## src/rtl/lvl_intc_pkg.sv

```systemverilog
package lvl_intc_pkg;
  localparam int unsigned ADDR_W = 8;
  localparam int unsigned DATA_W = 32;

  typedef enum logic [3:0] {
    SEL_NONE,
    SEL_IRQ_STAT,
    SEL_IRQ_RAW,
    SEL_IEN_SET,
    SEL_IEN_CLR,
    SEL_SOFT_SET,
    SEL_SOFT_CLR,
    SEL_FIQ_STAT,
    SEL_FIQ_RAW,
    SEL_FEN_SET,
    SEL_FEN_CLR
  } reg_sel_e;

  function automatic reg_sel_e decode_ofs(input logic [ADDR_W-1:0] a);
    reg_sel_e s;
    case (a)
      8'h00:   s = SEL_IRQ_STAT;
      8'h04:   s = SEL_IRQ_RAW;
      8'h08:   s = SEL_IEN_SET;
      8'h0C:   s = SEL_IEN_CLR;
      8'h10:   s = SEL_SOFT_SET;
      8'h14:   s = SEL_SOFT_CLR;
      8'h20:   s = SEL_FIQ_STAT;
      8'h24:   s = SEL_FIQ_RAW;
      8'h28:   s = SEL_FEN_SET;
      8'h2C:   s = SEL_FEN_CLR;
      default: s = SEL_NONE;
    endcase
    return s;
  endfunction
endpackage

```

## src/rtl/lvl_intc_status.sv

```systemverilog
module lvl_intc_status #(
  parameter int unsigned          N_LINES    = 32,
  parameter logic [N_LINES-1:0]   VALID_MASK = '1
) (
  input  logic [N_LINES-1:0] src_i,
  input  logic [N_LINES-1:0] soft_i,
  input  logic [N_LINES-1:0] ien_i,
  input  logic [N_LINES-1:0] fen_i,
  input  logic [N_LINES-1:0] pt_i,
  output logic [N_LINES-1:0] raw_o,
  output logic [N_LINES-1:0] irq_st_o,
  output logic [N_LINES-1:0] fiq_st_o,
  output logic [N_LINES-1:0] pt_st_o
);
  // non-existent lines are gated before every view
  assign raw_o    = (src_i | soft_i) & VALID_MASK;
  assign irq_st_o = raw_o & ien_i;
  assign fiq_st_o = raw_o & fen_i;
  assign pt_st_o  = raw_o & pt_i;
endmodule

```

## src/rtl/lvl_intc_regs.sv

```systemverilog
module lvl_intc_regs
  import lvl_intc_pkg::*;
#(
  parameter int unsigned N_LINES   = 32,
  parameter bit          SECONDARY = 1'b0
) (
  input  logic                clk_i,
  input  logic                rst_ni,
  input  logic                req_i,
  input  logic                we_i,
  input  logic [ADDR_W-1:0]   addr_i,
  input  logic [DATA_W-1:0]   wdata_i,
  input  logic [N_LINES-1:0]  raw_i,
  input  logic [N_LINES-1:0]  irq_st_i,
  input  logic [N_LINES-1:0]  fiq_st_i,
  output logic [N_LINES-1:0]  ien_o,
  output logic [N_LINES-1:0]  fen_o,
  output logic [N_LINES-1:0]  soft_o,
  output logic [N_LINES-1:0]  pt_o,
  output logic [DATA_W-1:0]   rdata_o
);
  reg_sel_e           sel;
  logic               wr, rd;
  logic [N_LINES-1:0] wmask;
  logic [N_LINES-1:0] ien_q, fen_q, soft_q;
  logic [N_LINES-1:0] rsel;

  assign sel   = decode_ofs(addr_i);
  assign wr    = req_i & we_i;
  assign rd    = req_i & ~we_i;
  assign wmask = wdata_i[N_LINES-1:0];

  always_ff @(posedge clk_i or negedge rst_ni) begin
    if (!rst_ni) begin
      ien_q <= '0;
    end else if (wr && sel == SEL_IEN_SET) begin
      ien_q <= ien_q | wmask;
    end else if (wr && sel == SEL_IEN_CLR) begin
      ien_q <= ien_q & ~wmask;
    end
  end

  always_ff @(posedge clk_i or negedge rst_ni) begin
    if (!rst_ni) begin
      fen_q <= '0;
    end else if (wr && sel == SEL_FEN_SET) begin
      fen_q <= fen_q | wmask;
    end else if (wr && sel == SEL_FEN_CLR) begin
      fen_q <= fen_q & ~wmask;
    end
  end

  always_ff @(posedge clk_i or negedge rst_ni) begin
    if (!rst_ni) begin
      soft_q <= '0;
    end else if (wr && sel == SEL_SOFT_SET) begin
      soft_q <= soft_q | wmask;
    end else if (wr && sel == SEL_SOFT_CLR) begin
      soft_q <= soft_q & ~wmask;
    end
  end

  // pass-through mask exists only in the secondary variant; it shares the
  // fast-status offset on the write side
  generate
    if (SECONDARY) begin : g_pt
      logic [N_LINES-1:0] pt_q;
      always_ff @(posedge clk_i or negedge rst_ni) begin
        if (!rst_ni) begin
          pt_q <= '0;
        end else if (wr && sel == SEL_FIQ_STAT) begin
          pt_q <= wmask;
        end
      end
      assign pt_o = pt_q;
    end else begin : g_no_pt
      assign pt_o = '0;
    end
  endgenerate

  always_comb begin
    case (sel)
      SEL_IRQ_STAT:             rsel = irq_st_i;
      SEL_FIQ_STAT:             rsel = fiq_st_i;
      SEL_IRQ_RAW, SEL_FIQ_RAW: rsel = raw_i;
      default:                  rsel = '0;
    endcase
  end

  always_ff @(posedge clk_i or negedge rst_ni) begin
    if (!rst_ni) begin
      rdata_o <= '0;
    end else begin
      rdata_o <= rd ? DATA_W'(rsel) : '0;
    end
  end

  assign ien_o  = ien_q;
  assign fen_o  = fen_q;
  assign soft_o = soft_q;
endmodule

```

## src/rtl/lvl_intc_outreg.sv

```systemverilog
module lvl_intc_outreg #(
  parameter int unsigned N_LINES = 32
) (
  input  logic               clk_i,
  input  logic               rst_ni,
  input  logic [N_LINES-1:0] irq_st_i,
  input  logic [N_LINES-1:0] fiq_st_i,
  input  logic [N_LINES-1:0] pt_st_i,
  output logic               irq_o,
  output logic               fiq_o,
  output logic [N_LINES-1:0] passthru_o
);
  always_ff @(posedge clk_i or negedge rst_ni) begin
    if (!rst_ni) begin
      irq_o      <= 1'b0;
      fiq_o      <= 1'b0;
      passthru_o <= '0;
    end else begin
      irq_o      <= |irq_st_i;
      fiq_o      <= |fiq_st_i;
      passthru_o <= pt_st_i;
    end
  end
endmodule

```

## src/rtl/lvl_intc.sv

```systemverilog
module lvl_intc
  import lvl_intc_pkg::*;
#(
  parameter int unsigned        N_LINES    = 32,
  parameter logic [N_LINES-1:0] VALID_MASK = '1,
  parameter bit                 SECONDARY  = 1'b0
) (
  input  logic                clk_i,
  input  logic                rst_ni,
  input  logic [N_LINES-1:0]  src_i,
  input  logic                req_i,
  input  logic                we_i,
  input  logic [ADDR_W-1:0]   addr_i,
  input  logic [DATA_W-1:0]   wdata_i,
  output logic [DATA_W-1:0]   rdata_o,
  output logic                irq_o,
  output logic                fiq_o,
  output logic [N_LINES-1:0]  passthru_o
);
  logic [N_LINES-1:0] ien_q, fen_q, soft_q, pt_q;
  logic [N_LINES-1:0] raw_st, irq_st, fiq_st, pt_st;

  lvl_intc_regs #(
    .N_LINES   (N_LINES),
    .SECONDARY (SECONDARY)
  ) u_regs (
    .clk_i    (clk_i),
    .rst_ni   (rst_ni),
    .req_i    (req_i),
    .we_i     (we_i),
    .addr_i   (addr_i),
    .wdata_i  (wdata_i),
    .raw_i    (raw_st),
    .irq_st_i (irq_st),
    .fiq_st_i (fiq_st),
    .ien_o    (ien_q),
    .fen_o    (fen_q),
    .soft_o   (soft_q),
    .pt_o     (pt_q),
    .rdata_o  (rdata_o)
  );

  lvl_intc_status #(
    .N_LINES    (N_LINES),
    .VALID_MASK (VALID_MASK)
  ) u_status (
    .src_i    (src_i),
    .soft_i   (soft_q),
    .ien_i    (ien_q),
    .fen_i    (fen_q),
    .pt_i     (pt_q),
    .raw_o    (raw_st),
    .irq_st_o (irq_st),
    .fiq_st_o (fiq_st),
    .pt_st_o  (pt_st)
  );

  lvl_intc_outreg #(
    .N_LINES (N_LINES)
  ) u_outreg (
    .clk_i      (clk_i),
    .rst_ni     (rst_ni),
    .irq_st_i   (irq_st),
    .fiq_st_i   (fiq_st),
    .pt_st_i    (pt_st),
    .irq_o      (irq_o),
    .fiq_o      (fiq_o),
    .passthru_o (passthru_o)
  );
endmodule

```

## config.mk

```make
export PLATFORM = sky130hd
export DESIGN_NAME = lvl_intc
export DESIGN_NICKNAME = d
export VERILOG_FILES = /design/src/rtl/lvl_intc_pkg.sv /design/src/rtl/lvl_intc_status.sv /design/src/rtl/lvl_intc_regs.sv /design/src/rtl/lvl_intc_outreg.sv /design/src/rtl/lvl_intc.sv
export SDC_FILE = /design/constraint.sdc
export NUM_CORES = 1
export LEC_CHECK = 0
export ABC_CLOCK_PERIOD_IN_PS = 1150
export BUFFER_PORTS_ARGS = -buffer_cell sky130_fd_sc_hd__buf_2
export CORE_MARGIN = 1.5
export CORE_UTILIZATION = 54
export DETAILED_ROUTE_END_ITERATION = 6
export PLACE_DENSITY = 0.8
export SYNTH_ARGS = -nofsm -noshare
export SYNTH_HDL_FRONTEND = slang
export SYNTH_SLANG_ARGS = --single-unit
```

## constraint.sdc

```tcl
create_clock -name clk_i -period 1.15 [get_ports clk_i]
set_input_delay 0.23 -clock clk_i [delete_from_list [all_inputs] [get_ports clk_i]]
set_output_delay 0.23 -clock clk_i [all_outputs]
set_load 0.005 [all_outputs]
```

## Yosys cells after proc, flatten, opt, wreduce, memory -nomap -nowiden

Cells that the tools add are included.

- Register bits after elaboration: 130
- Input bits: 76
- Logic and storage cells: 60

- Bitwise logic cells: 13
- Equal/unequal tests: 19
- Reductions and logical operators: 13
- Multiplexer cells: 9

Operators with widths:

| kind | count |
|---|---|
| $mux W32 | 7 |
| $and A32 B32 Y32 | 5 |
| $or A32 B32 Y32 | 4 |
| $pmux W32 S3 | 1 |
| $reduce_or A32 Y1 | 2 |
| $pmux W4 S10 | 1 |
| $eq A8 B6 Y1 const B | 4 |
| $not A32 Y32 | 1 |
| $eq A4 B3 Y1 const B | 4 |
| $eq A8 B4 Y1 const B | 2 |
| $eq A8 B5 Y1 const B | 2 |
| $eq A4 B4 Y1 const B | 3 |
| $eq A4 B2 Y1 const B | 2 |
| $eq A8 B3 Y1 const B | 1 |
| $logic_not A8 Y1 | 1 |
| $logic_and A1 B1 Y1 | 6 |
| $reduce_bool A2 Y1 | 3 |
| $eq A4 B1 Y1 const B | 1 |
| $and A1 B1 Y1 | 2 |
| $reduce_or A2 Y1 | 1 |
| $not A1 Y1 | 1 |

## Longest topological paths before layout

Gate-level depths: netlist (run 1).

- Depth after elaboration: 6
- Gate-level depth with buffers: 7
- Depth with buffers taken out: 4

## Hierarchy

A second synthesis (run 1) with hierarchy kept.

- Cells, all modules: 761
- Area total of the unflattened synthesis: 8339.2 µm²

By module, submodules not included:

| module | seq. area each (µm²) | times used | cells each | area each (µm²) |
|---|---|---|---|---|
| lvl_intc_regs | 3203.1 | 1 | 577 | 6417.4 |
| lvl_intc_outreg | 850.8 | 1 | 56 | 1001.0 |
| lvl_intc_status | 0.0 | 1 | 128 | 920.9 |

## Worst setup path before layout (run 1)

No wires, ideal clock.

- Path type: input to register
- From: input port addr_i[4]
- To: register (tool-made name)
- Library setup time: 73 ps
- Buffers on the path: 1
- Cell stages on the path: 5
- Arrival time: 1507 ps
- Required time: 1077 ps
- Setup slack: -430 ps
- Cells stage by stage: or4b_4 > nor4_4 > buf_6 > a21oi_1 > a21oi_2

RTL lines:

| item | line | text |
|---|---|---|
| start: declaration | lvl_intc.sv:13 | `input logic [ADDR_W-1:0] addr_i,` |

==> qor.yml, run 1 <==
worstReg2RegEnd: "u_outreg.irq_o$_DFF_PN0_"
wl_per_cell_um: 35.0
reg2reg_depth: 4
internal-power_mw: 8.84
rows: 38
p_per_area_mw_per_mm2: 1180
ys_seq_elements: 130
path_clk_slew_ns: 0.06
vias: 7657
pwr-share-comb_pct: 11.3
synthAdderAreaFrac_pct: 0
grt-ovfl-total: 0
whs_ns: 0.0860
finalMaxSlewViolations: 0
worstPathArrival_ns: 2.11
worstSetupEndpointType: "flip-flop"
htreeDepth: 4
antenna_found_initial: 4
crit_type: "flip-flop to flip-flop"
finalCriticalPeriod_ns: 1.82
grt_pass1_vias: 6959
violations: "design-rule violations, negative setup slack"
cts_tree: "yes"
worst_pin_slew_ns: 0.523
ioPinCount: 142
clkPwrFrac_pct: 49.4
holdCritStartpoint: "wdata_i[20]"
finalSetupViolCount: 143
cts_max_path_buffers: 2
synthXorXnorAreaFrac_pct: 0
ir_drop_uv: 1390
remaining_drc_errors: 18
insertion_delay_ns: 0.44
antenna_left: 0
seq_area_frac_synth_pct: 53.3
holdPathStages: 2
drtIter0Drc: 1573
cts_root_buf: "clkbuf_16"
synthMuxAreaShare_pct: 5.90
max_clock_freq_ghz: 0.548
fillers: 289
netlist_area_sq_mm: 0.00611
die_y_um: 109
relSlewSlack_pct: 64.9
globalplace.congestion: 0.879
layout-drive-gt1-share_pct: 61.1
synth_top_area_share_pct: 53.3
grt_pass1_wl_mm: 41.8
power_frac_seq_pct: 39.3
hold_violations: 0
status: "finished with violations"
core_area_sq_mm: 0.0109
syn_area_per_cell_sq_um: 10.4
die_area_sq_mm: 0.0120
crit_slowest_cell: "nor4_2"
fin_nets: 931
rrSetupSlack_ns: -0.67
yosys-top-cells-area: "dfrtp_1 (53%), a21oi_1 (8.0%), mux2_2 (5.9%)"
finalWirelength_mm: 35.4
synthSimpleGateAreaFrac_pct: 8.85
synthDistinctLibCells: 31
synth_compound_area_share_pct: 25.5
synth_top_family_by_area: "compound AO/OA/AOI/OAI gates"
period_share_pct: 159
synth_top_area_cell: "dfrtp_1"
placed_area_sq_mm: 0.00778
cts.sinks: 130
hp-class: "primary input to flip-flop"
cts-buffers-inserted: 17
power_switching_mw: 3.23
clock_skew_ns: 0.0116
crit_path_max_fanout: 3
syn_to_final_growth_pct: 68.0
max_stage_delay_ns: 0.49
grt_max_degree: 34
startpoint_type: "flip-flop"
rsz0062_at_grt: "true"
grt_usage_pct: 49.0
dp_hpwl_mm: 12.9
p_sw_share_pct: 26.8
crit_chain: "o21ai_0 -> nand4_1 -> nor4_2 -> nand2_4"
leakagePower_nw: 4.88
cap_violations: 0
initial_utilization_pct: 55.9
die_w_um: 109
viasPerCell: 7.57
portBuffers: 109
crit_required_ns: 1.43
synth_cells: 587
fin_area_sq_mm: 0.0103
place_worst_setup_slack_ns: -0.634
yosysWarnings: 0
setup_tns_ns: -28.70
setup_ws_ns: -0.674
firstDrtPassIters: 7
-- cells in the mapped netlist --
master       n
a21oi_1     98
a21oi_2     30
a22o_1      32
and3_1       2
and4_1       1
buf_1        5
buf_2       10
buf_4       32
buf_6        3
clkbuf_1    13
conb_1       1
dfrtp_1    130
inv_1        1
mux2_2      32
nand2_1     35
nand2b_1     1
nand4_1     16
nand4b_1     1
nand4bb_1    1
nor2_1      33
nor3_1       2
nor3_2       2
nor4_1       4
nor4_4       2
nor4b_1      1
nor4bb_1     1
o211ai_1     1
o21ai_0     64
o22ai_1     31
or4_1        1
or4b_4       1
-- power by group through the flow --
stage | clock [mW] | sequential [mW] | combinational (mW)
after floorplan | 0 | 4.79 | 0.356
after global placement | 0 | 4.77 | 0.873
after detailed placement | 0 | 4.78 | 0.907
after CTS | 5.70 | 4.71 | 1.00
after global routing | 6.09 | 4.74 | 1.39
final | 5.96 | 4.74 | 1.37
-- routing by layer --
layer  up-vias  global-route usage (%)  part of all wire (%)
li1       2667                       -                     -
met1      3529                    60.1                    32
met2      1018                    71.5                    40
met3       441                    19.5                    17
met4         2                    31.8                    11
met5         -                       0                 0.037
-- metrics by stage --
step	std cells	util (%)	power (mW)
detailed placement	931	71.1	5.69
global placement	931	71.1	5.65
floorplan	618	-	5.14
global route	1010	93.8	12.2
CTS	996	85.6	11.4
finish	1012	93.8	12.1
-- kinds of logic after synthesis --
| logic type | Yosys count |
|---|---|
| AND/OR/NAND/NOR | 104 |
| flip-flops | 130 |
| buffers and inverters | 64 |
| AO/OA/AOI/OAI | 256 |
| other | 1 |
| multiplexers | 32 |
-- cells in the final DEF, fill, tap and decap left out, types with 5 or more instances in the layout --
cell type and count:
nand4_1 16, conb_1 32, dfrtp_1 129, clkbuf_8 5, buf_4 112, o22ai_1 11
a21oi_1 9, buf_16 6, buf_12 25, mux2_2 29, o21ai_1 15, a22o_1 32
nand2_1 27, clkbuf_16 23, o22ai_2 16, buf_2 105, a21oi_4 45, buf_6 22
nor2_2 5, o21ai_2 7, nor2_4 9, nand2_4 6, o21ai_0 41, a21oi_2 74
nor2_1 19
-- what timing repair did --
action / in CTS / in global routing
hold endpoints to repair: 20 / 0
hold buffers: 1 / 0
resized for setup: 118 / 162
pin swaps: 37 / 64
endpoints found under the setup margin: 100 / 164
buffers inserted: 19 / 17
gates cloned: 13 / 6
-- critical path, delay by kind of cell, from the launching register on --
kind             cells  cell delay, ns
AND/OR/NAND/NOR      3            0.88
AO/OA/AOI/OAI        1            0.39
flip-flops           1            0.40
-- worst max path at each step --
stage	cells past startpoint	slack, ns	endpoint	from
floorplan	4	-0.38	flip-flop	addr_i[4]
global placement	6	-0.59	flip-flop	addr_i[4]
detailed placement	6	-0.63	flip-flop	addr_i[4]
CTS	5	-0.31	u_outreg.irq_o$_DFF_PN0_	flip-flop
global route	4	-0.89	u_outreg.irq_o$_DFF_PN0_	flip-flop
finish	4	-0.67	u_outreg.irq_o$_DFF_PN0_	flip-flop
-- area by class of cell --
type	instances	area (sq um)	share of cell area, %
antenna	4	10.0	0.0976
multi-input combinational	424	3690	36.0
timing repair buffer	281	2500	24.4
sequential	130	3250	31.7
clock buffer	23	498	4.85
clock inverter	9	126	1.23
tap	140	175	1.71
inverter	1	3.75	0.0366
Note: power is estimated with default switching activity, not from simulation.
==> run 2: changes to the inputs <==
- CAP_MARGIN: unset -> 20
- CORE_UTILIZATION: 54 -> 57
- PLACE_DENSITY: 0.8 -> 0.81
- SYNTH_HIERARCHICAL: unset -> 1
==> run 2 against run 1 <==
Effect of this change: the run still ends with design-rule violations, negative setup slack left; fmax is 6.0% lower; count of clock-buffer cells in the layout did not move; cell area grew 26%; sequential power rose by 25%; core utilization shrank 4.2 points.
==> qor.yml, run 2 <==
rows: 44  # +16%
setup_tns_ns: -31.11  # -2.41 ns
crit_path_max_fanout: 3  # unchanged
hp-class: "primary input to flip-flop"
die_y_um: 124  # +13%
place_worst_setup_slack_ns: -0.705  # -0.0716 ns
synth-edff-count: 0  # unchanged
crit_type: "flip-flop to flip-flop"
violations: "design-rule violations, negative setup slack"
setup_ws_ns: -0.790  # -0.116 ns
synth_top_area_cell: "dfrtp_1"
synth_top_area_share_pct: 48.6  # -4.6 points
hold_violations: 0  # unchanged
grt_max_degree: 37  # +8.8%
syn_to_final_growth_pct: 55.0
startpoint_type: "flip-flop"
syn_area_per_cell_sq_um: 11.0  # +5.3%
synth_cells: 761  # +30%
htreeDepth: 4  # unchanged
crit_slowest_cell: "nor4_2"
period_share_pct: 169  # +10 points
finalSetupViolCount: 196  # +37%
dp_hpwl_mm: 14.9  # +16%
remaining_drc_errors: 45  # +27
placed_area_sq_mm: 0.0101  # +30%
antenna_found_initial: 5  # +1
max_stage_delay_ns: 0.54  # +0.05 ns
path_clk_slew_ns: 0.06  # about the same
final_core_util_pct: 89.6  # -4.2 points
antenna_left: 0  # unchanged
fin_area_sq_mm: 0.0129  # +26%
fin_nets: 1120  # +20%
die_w_um: 124  # +13%
ir_drop_uv: 1420  # +1.8%
cts_tree: "yes"
leakagePower_nw: 6.29  # +29%
netlist_area_sq_mm: 0.00834  # +37%
initial_utilization_pct: 57.8  # +2.0 points
finalCriticalPeriod_ns: 1.94  # +0.116 ns
max_clock_freq_ghz: 0.516  # -6.0%
relSlewSlack_pct: 40.9  # -24 points
whs_ns: 0.117  # +0.0314 ns
status: "finished with violations"
crit_required_ns: 1.49  # +0.06 ns
die_area_sq_mm: 0.0154  # +28%
cap_violations: 0  # unchanged
mostFrequentLayoutCells: "dfrtp_1 (162), buf_2 (135), buf_4 (110)"
insertion_delay_ns: 0.46  # +0.02 ns
cts.sinks: 162  # +25%
p_per_area_mw_per_mm2: 1080  # -8.1%
layout-drive-gt1-share_pct: 50.1  # -11 points
grt_usage_pct: 45.7  # -3.3 points
core_area_sq_mm: 0.0144  # +32%
finalWirelength_mm: 40.4  # +14%
grt_pass1_vias: 8744  # +26%
drtIter0Drc: 1686  # +7.2%
seq_area_frac_synth_pct: 48.6  # -4.6 points
cts_root_buf: "clkbuf_16"
final_common_cell: "dfrtp_1"
grt_pass1_wl_mm: 51.2  # +23%
yosysWarnings: 6  # +6
finalMaxSlewViolations: 0  # unchanged
ioPinCount: 142  # unchanged
yosys-top-cells-area: "dfrtp_1 (49%), mux2_2 (8.6%), o21a_1 (8.6%)"
portBuffers: 141  # +29%
grt-ovfl-total: 0  # unchanged
fillers: 501  # +73%
async_flop_share_pct: 100  # unchanged
ys_seq_elements: 162  # +25%
cts-buffers-inserted: 17  # unchanged
synthDistinctLibCells: 23  # -26%
worstSetupEndpointType: "flip-flop"
wl_per_cell_um: 32.5  # -7.1%
synthFlopType: "dfrtp_1"
vias: 9157  # +20%
cts_max_path_buffers: 2  # unchanged
viasPerCell: 7.36  # -2.8%
rsz0062_at_grt: "true"
clock_skew_ns: 0.00916  # -0.00243 ns
crit_chain: "o21a_1 -> nor4_2 -> buf_4 -> nand4_1 -> or2_4"
worst_pin_slew_ns: 0.886  # +0.364 ns
firstDrtPassIters: 7  # unchanged
worstPathArrival_ns: 2.28  # +0.17 ns
globalplace.congestion: 0.844  # -3.9%
synth.most_common_cell: "dfrtp_1"
synthTopCellsByCount: "dfrtp_1 (162), o21a_1 (96), mux2i_1 (70)"
## run 2: area by class of cell
type,count,area [sq um],share of cell area [%]
Multi-Input combinational cell,479,5070,39.2
Clock buffer,23,488,3.77
Timing Repair Buffer,320,2730,21.1
Sequential cell,162,4050,31.4
Inverter,64,240,1.86
Clock inverter,9,104,0.803
Antenna cell,4,10.0,0.0774
Tap cell,184,230,1.78
## run 2: critical path, delay by kind of cell (launching register included)
| kind | cells | cell delay [ns] |
|---|---|---|
| AND/OR/NAND/NOR | 3 | 0.92 |
| buffers and inverters | 1 | 0.23 |
| AO/OA/AOI/OAI | 1 | 0.26 |
| flip-flops | 1 | 0.41 |
## run 2: timing repair
item	4_1_cts	5_1_grt
pin swaps	70	45
setup endpoints to repair	132	196
buffers inserted	32	17
gates cloned	16	3
resized for setup	174	150
endpoints found under the hold margin	26	0
hold buffers	1	0
## run 2: cell families after synthesis
logic type / share of synthesized area (%)
DFF: 48.6
other: 0.0450
buffers and inverters: 8.61
muxes: 17.0
and+or+nand+nor: 12.0
AOI/OAI and AO/OA: 13.7
## run 2: worst paths after layout
check	start	endpoint	slack, ns	cells after the start
worst max-delay path	flip-flop	u_outreg/fiq_o$_DFF_PN0_	-0.79	5
worst min-delay path	wdata_i[17]	flip-flop	0.12	3
worst max register to register	flip-flop	u_outreg/fiq_o$_DFF_PN0_	-0.79	5
worst min register to register	flip-flop	flip-flop	0.53	1
max in group asynchronous	rst_ni	u_outreg/passthru_o[28]$_DFF_PN0_	0.41	3
min in group asynchronous	rst_ni	asynchronous set/reset pin	0.23	2
## run 2: per-stage QoR
stage / power (mW) / instances
2_1_floorplan: 6.59 / 792
3_3_place_gp: 7.29 / 1158
3_5_place_dp: 7.33 / 1158
5_1_grt: 14.3 / 1244
6_report: 14.0 / 1245
4_1_cts: 13.3 / 1236
## run 2: metal layers
metal	global-route usage (%)	wire [um]
met5	0	7
met4	32.4	4460
met3	15.5	5980
met2	69.2	16700
met1	54.5	13200
## run 2: power breakdown
group / switching [mW] / internal, mW
logic: 1.21 / 0.842
registers: 0.0982 / 5.82
clock network: 2.60 / 3.42
==> run 3: changes to the inputs <==
- ABC_AREA: unset -> 1
==> run 3 against run 2 <==
Effect of this change: the flow finishes with violations (negative setup slack); clock skew shrank 0.0024 ns; routed wire length fell by 40%; combinational power down 35%; sequential cell count is the same; core utilization shrank 12 points; area after synthesis is 0.81% higher; fmax grew 48%; worst setup slack better by 0.63 ns; cell count is 31% higher.
==> qor.yml, run 3 <==
portBuffers: 141  # unchanged
startpoint_type: "flip-flop"
synth_cells: 1177  # +55%
cts.sinks: 162  # unchanged
grt-ovfl-total: 0  # unchanged
ir_drop_uv: 1070  # -24%
crit_type: "flip-flop to flip-flop"
p_sw_share_pct: 24.1  # -3.8 points
ys_seq_elements: 162  # unchanged
crit_required_ns: 1.47  # -0.02 ns
synthTopCellsByCount: "nand2_1 (455), inv_1 (170), dfrtp_1 (162)"
hp-class: "primary input to flip-flop"
period_share_pct: 114  # -54 points
synth.most_common_cell: "nand2_1"
crit_chain: "nor2_4 -> nor2_1 -> inv_1 -> nand2_1 -> nor2_2 -> nand2_2 -> nor2_4 -> nand2_1"
die_y_um: 124  # +0.40%
dp_hpwl_mm: 15.5  # +3.9%
status: "finished with violations"
leakagePower_nw: 5.95  # -5.4%
rsz0062_at_grt: "true"
syn_to_final_growth_pct: 33.5
worstPathArrival_ns: 1.63  # -0.65 ns
initial_utilization_pct: 58.1  # +0.25 points
violations: "negative setup slack"
finalCriticalPeriod_ns: 1.31  # -0.625 ns
holdCritStartpoint: "wdata_i[6]"
grt_max_degree: 38  # +2.7%
power_switching_mw: 3.18  # -19%
finalWirelength_mm: 24.1  # -40%
total_power_mw: 13.2  # -5.9%
insertion_delay_ns: 0.44  # -0.02 ns
synth_top_family_by_area: "simple AND/OR/NAND/NOR gates"
rows: 44  # unchanged
htreeDepth: 4  # unchanged
cts_root_buf: "clkbuf_16"
crit_path_max_fanout: 3  # unchanged
yosys-top-cells-area: "dfrtp_1 (48%), nand2_1 (20%), inv_1 (7.6%)"
synth_compound_area_share_pct: 1.96  # -12 points
yosysWarnings: 6  # unchanged
synthMuxAreaShare_pct: 0  # -17 points
rrSetupSlack_ns: -0.16  # +0.63 ns
power_frac_seq_pct: 45.3  # +3.0 points
worstSetupEndpointType: "flip-flop"
grt_pass1_wl_mm: 37.5  # -27%
antenna_found_initial: 2  # -3
syn_area_per_cell_sq_um: 7.14  # -35%
finalSetupViolCount: 41  # -79%
clock_skew_ns: 0.00678  # -0.00238 ns
setup_tns_ns: -0.953  # +30.15 ns
final_common_cell: "nand2_1"
synthDistinctLibCells: 19  # -17%
synth-edff-count: 0  # unchanged
pwr-share-comb_pct: 10.2  # -4.5 points
die_area_sq_mm: 0.0155  # +0.79%
hold_violations: 0  # unchanged
max_clock_freq_ghz: 0.761  # +48%
cap_violations: 0  # unchanged
grt_usage_pct: 30.5  # -15 points
cts-buffers-inserted: 17  # unchanged
async_flop_share_pct: 100  # unchanged
ioPinCount: 142  # unchanged
antenna_left: 0  # unchanged
cts_max_path_buffers: 2  # unchanged
synthSimpleGateAreaFrac_pct: 36.3  # +24 points
core_area_sq_mm: 0.0145  # +0.38%
layout-drive-gt1-share_pct: 31.1  # -19 points
drtIter0Drc: 839  # -50%
internal-power_mw: 9.98  # -1.0%
netlist_area_sq_mm: 0.00841  # +0.81%
p_per_area_mw_per_mm2: 1170  # +8.4%
fin_nets: 1502  # +34%
synth_top_area_cell: "dfrtp_1"
fillers: 961  # +92%
reg2reg_depth: 8  # +3
mostFrequentLayoutCells: "nand2_1 (437), inv_1 (169), dfrtp_1 (162)"
globalplace.congestion: 0.853  # +1.1%
path_clk_slew_ns: 0.06  # about the same
vias: 8337  # -9.0%
synthAdderAreaFrac_pct: 0  # unchanged
remaining_drc_errors: 0  # -100%
whs_ns: 0.0679  # -0.0496 ns
dpl.cell_count: 1568  # +35%
seq_area_frac_synth_pct: 48.2  # -0.39 points
viasPerCell: 5.13  # -30%
wl_per_cell_um: 14.8  # -54%
max_stage_delay_ns: 0.41  # -0.13 ns
synth_top_area_share_pct: 48.2  # -0.39 points
final_core_util_pct: 77.5  # -12 points
grt_pass1_vias: 7978  # -8.8%
die_w_um: 124  # +0.40%
setup_ws_ns: -0.164  # +0.625 ns
firstDrtPassIters: 6  # -1
holdPathStages: 3  # unchanged
synthFlopType: "dfrtp_1"
clkPwrFrac_pct: 44.5  # +1.5 points
instances_no_fill: 1625  # +31%
crit_slowest_cell: "dfrtp_1"
cts_tree: "yes"
synthXorXnorAreaFrac_pct: 0  # unchanged
finalMaxSlewViolations: 0  # unchanged
worstReg2RegEnd: "u_outreg/irq_o$_DFF_PN0_"
==> run 3: cell type report <==
type / instances / area (sq um) / area share (%)
Antenna cell: 3 / 7.51 / 0.0669
Clock inverter: 9 / 130 / 1.16
Multi-Input combinational cell: 798 / 3750 / 33.4
Inverter: 175 / 657 / 5.85
Sequential cell: 162 / 4050 / 36.1
Clock buffer: 22 / 474 / 4.23
Tap cell: 184 / 230 / 2.05
Timing Repair Buffer: 272 / 1920 / 17.1
==> run 3: cells by family (layout without fill, tap and decap cells) <==
| logic type | count (synthesis) | after routing |
|---|---|---|
| AO/OA/AOI/OAI | 33 | 33 |
| buffers and inverters | 248 | 478 |
| AND/OR/NAND/NOR | 733 | 733 |
| other | 1 | 35 |
| flip-flops | 162 | 162 |
==> run 3: worst max path at each step <==
stage,start,end,cells past startpoint
after floorplan,addr_i[0],u_regs/rdata_o[10]$_DFF_PN0_,10
after global placement,addr_i[4],u_regs/rdata_o[11]$_DFF_PN0_,11
after detailed placement,addr_i[7],flip-flop,10
after CTS,flip-flop,u_outreg/fiq_o$_DFF_PN0_,7
after global routing,flip-flop,u_outreg/fiq_o$_DFF_PN0_,7
final,flip-flop,u_outreg/irq_o$_DFF_PN0_,8
==> run 3: repair_timing <==
| action | CTS | global route |
|---|---|---|
| cloned | 0 | 0 |
| gates resized for setup | 39 | 83 |
| pin swaps | 36 | 48 |
| endpoints found under the setup margin | 61 | 106 |
| setup buffers | 8 | 15 |
| hold buffers | 1 | 0 |
| hold endpoints to repair | 61 | 0 |
==> run 3: per-stage QoR <==
| stage | cell area [sq um] | setup WS [ns] |
|---|---|---|
| 2_1_floorplan | 8530 | 0.00249 |
| 3_3_place_gp | 9990 | -0.299 |
| 3_5_place_dp | 9990 | -0.357 |
| 4_1_cts | 10800 | -0.116 |
| 5_1_grt | 11200 | -0.222 |
| 6_report | 11200 | -0.164 |
==> run 3: routing by layer <==
metal	GRT usage (%)	vias to the layer above	wire length, um
met1	35.5	3869	8940
met4	14.5	0	942
met3	6.79	97	1910
met2	53.2	438	12300
li1	-	3933	-
met5	0	-	0
==> run 3: worst max-delay path: cells and delay by family (launching register included) <==
family	cells	cell delay [ns]
buf+inv	1	0.06
flops	1	0.41
simple gates	7	0.72
==> run 3: power by group through the flow <==
stage	registers [mW]	logic, mW	clock network [mW]
after floorplan	6.05	0.497	0
after global placement	6.05	1.13	0
after detailed placement	6.05	1.16	0
after global routing	5.97	1.47	6.16
final	5.96	1.34	5.85
after CTS	5.95	1.24	5.88
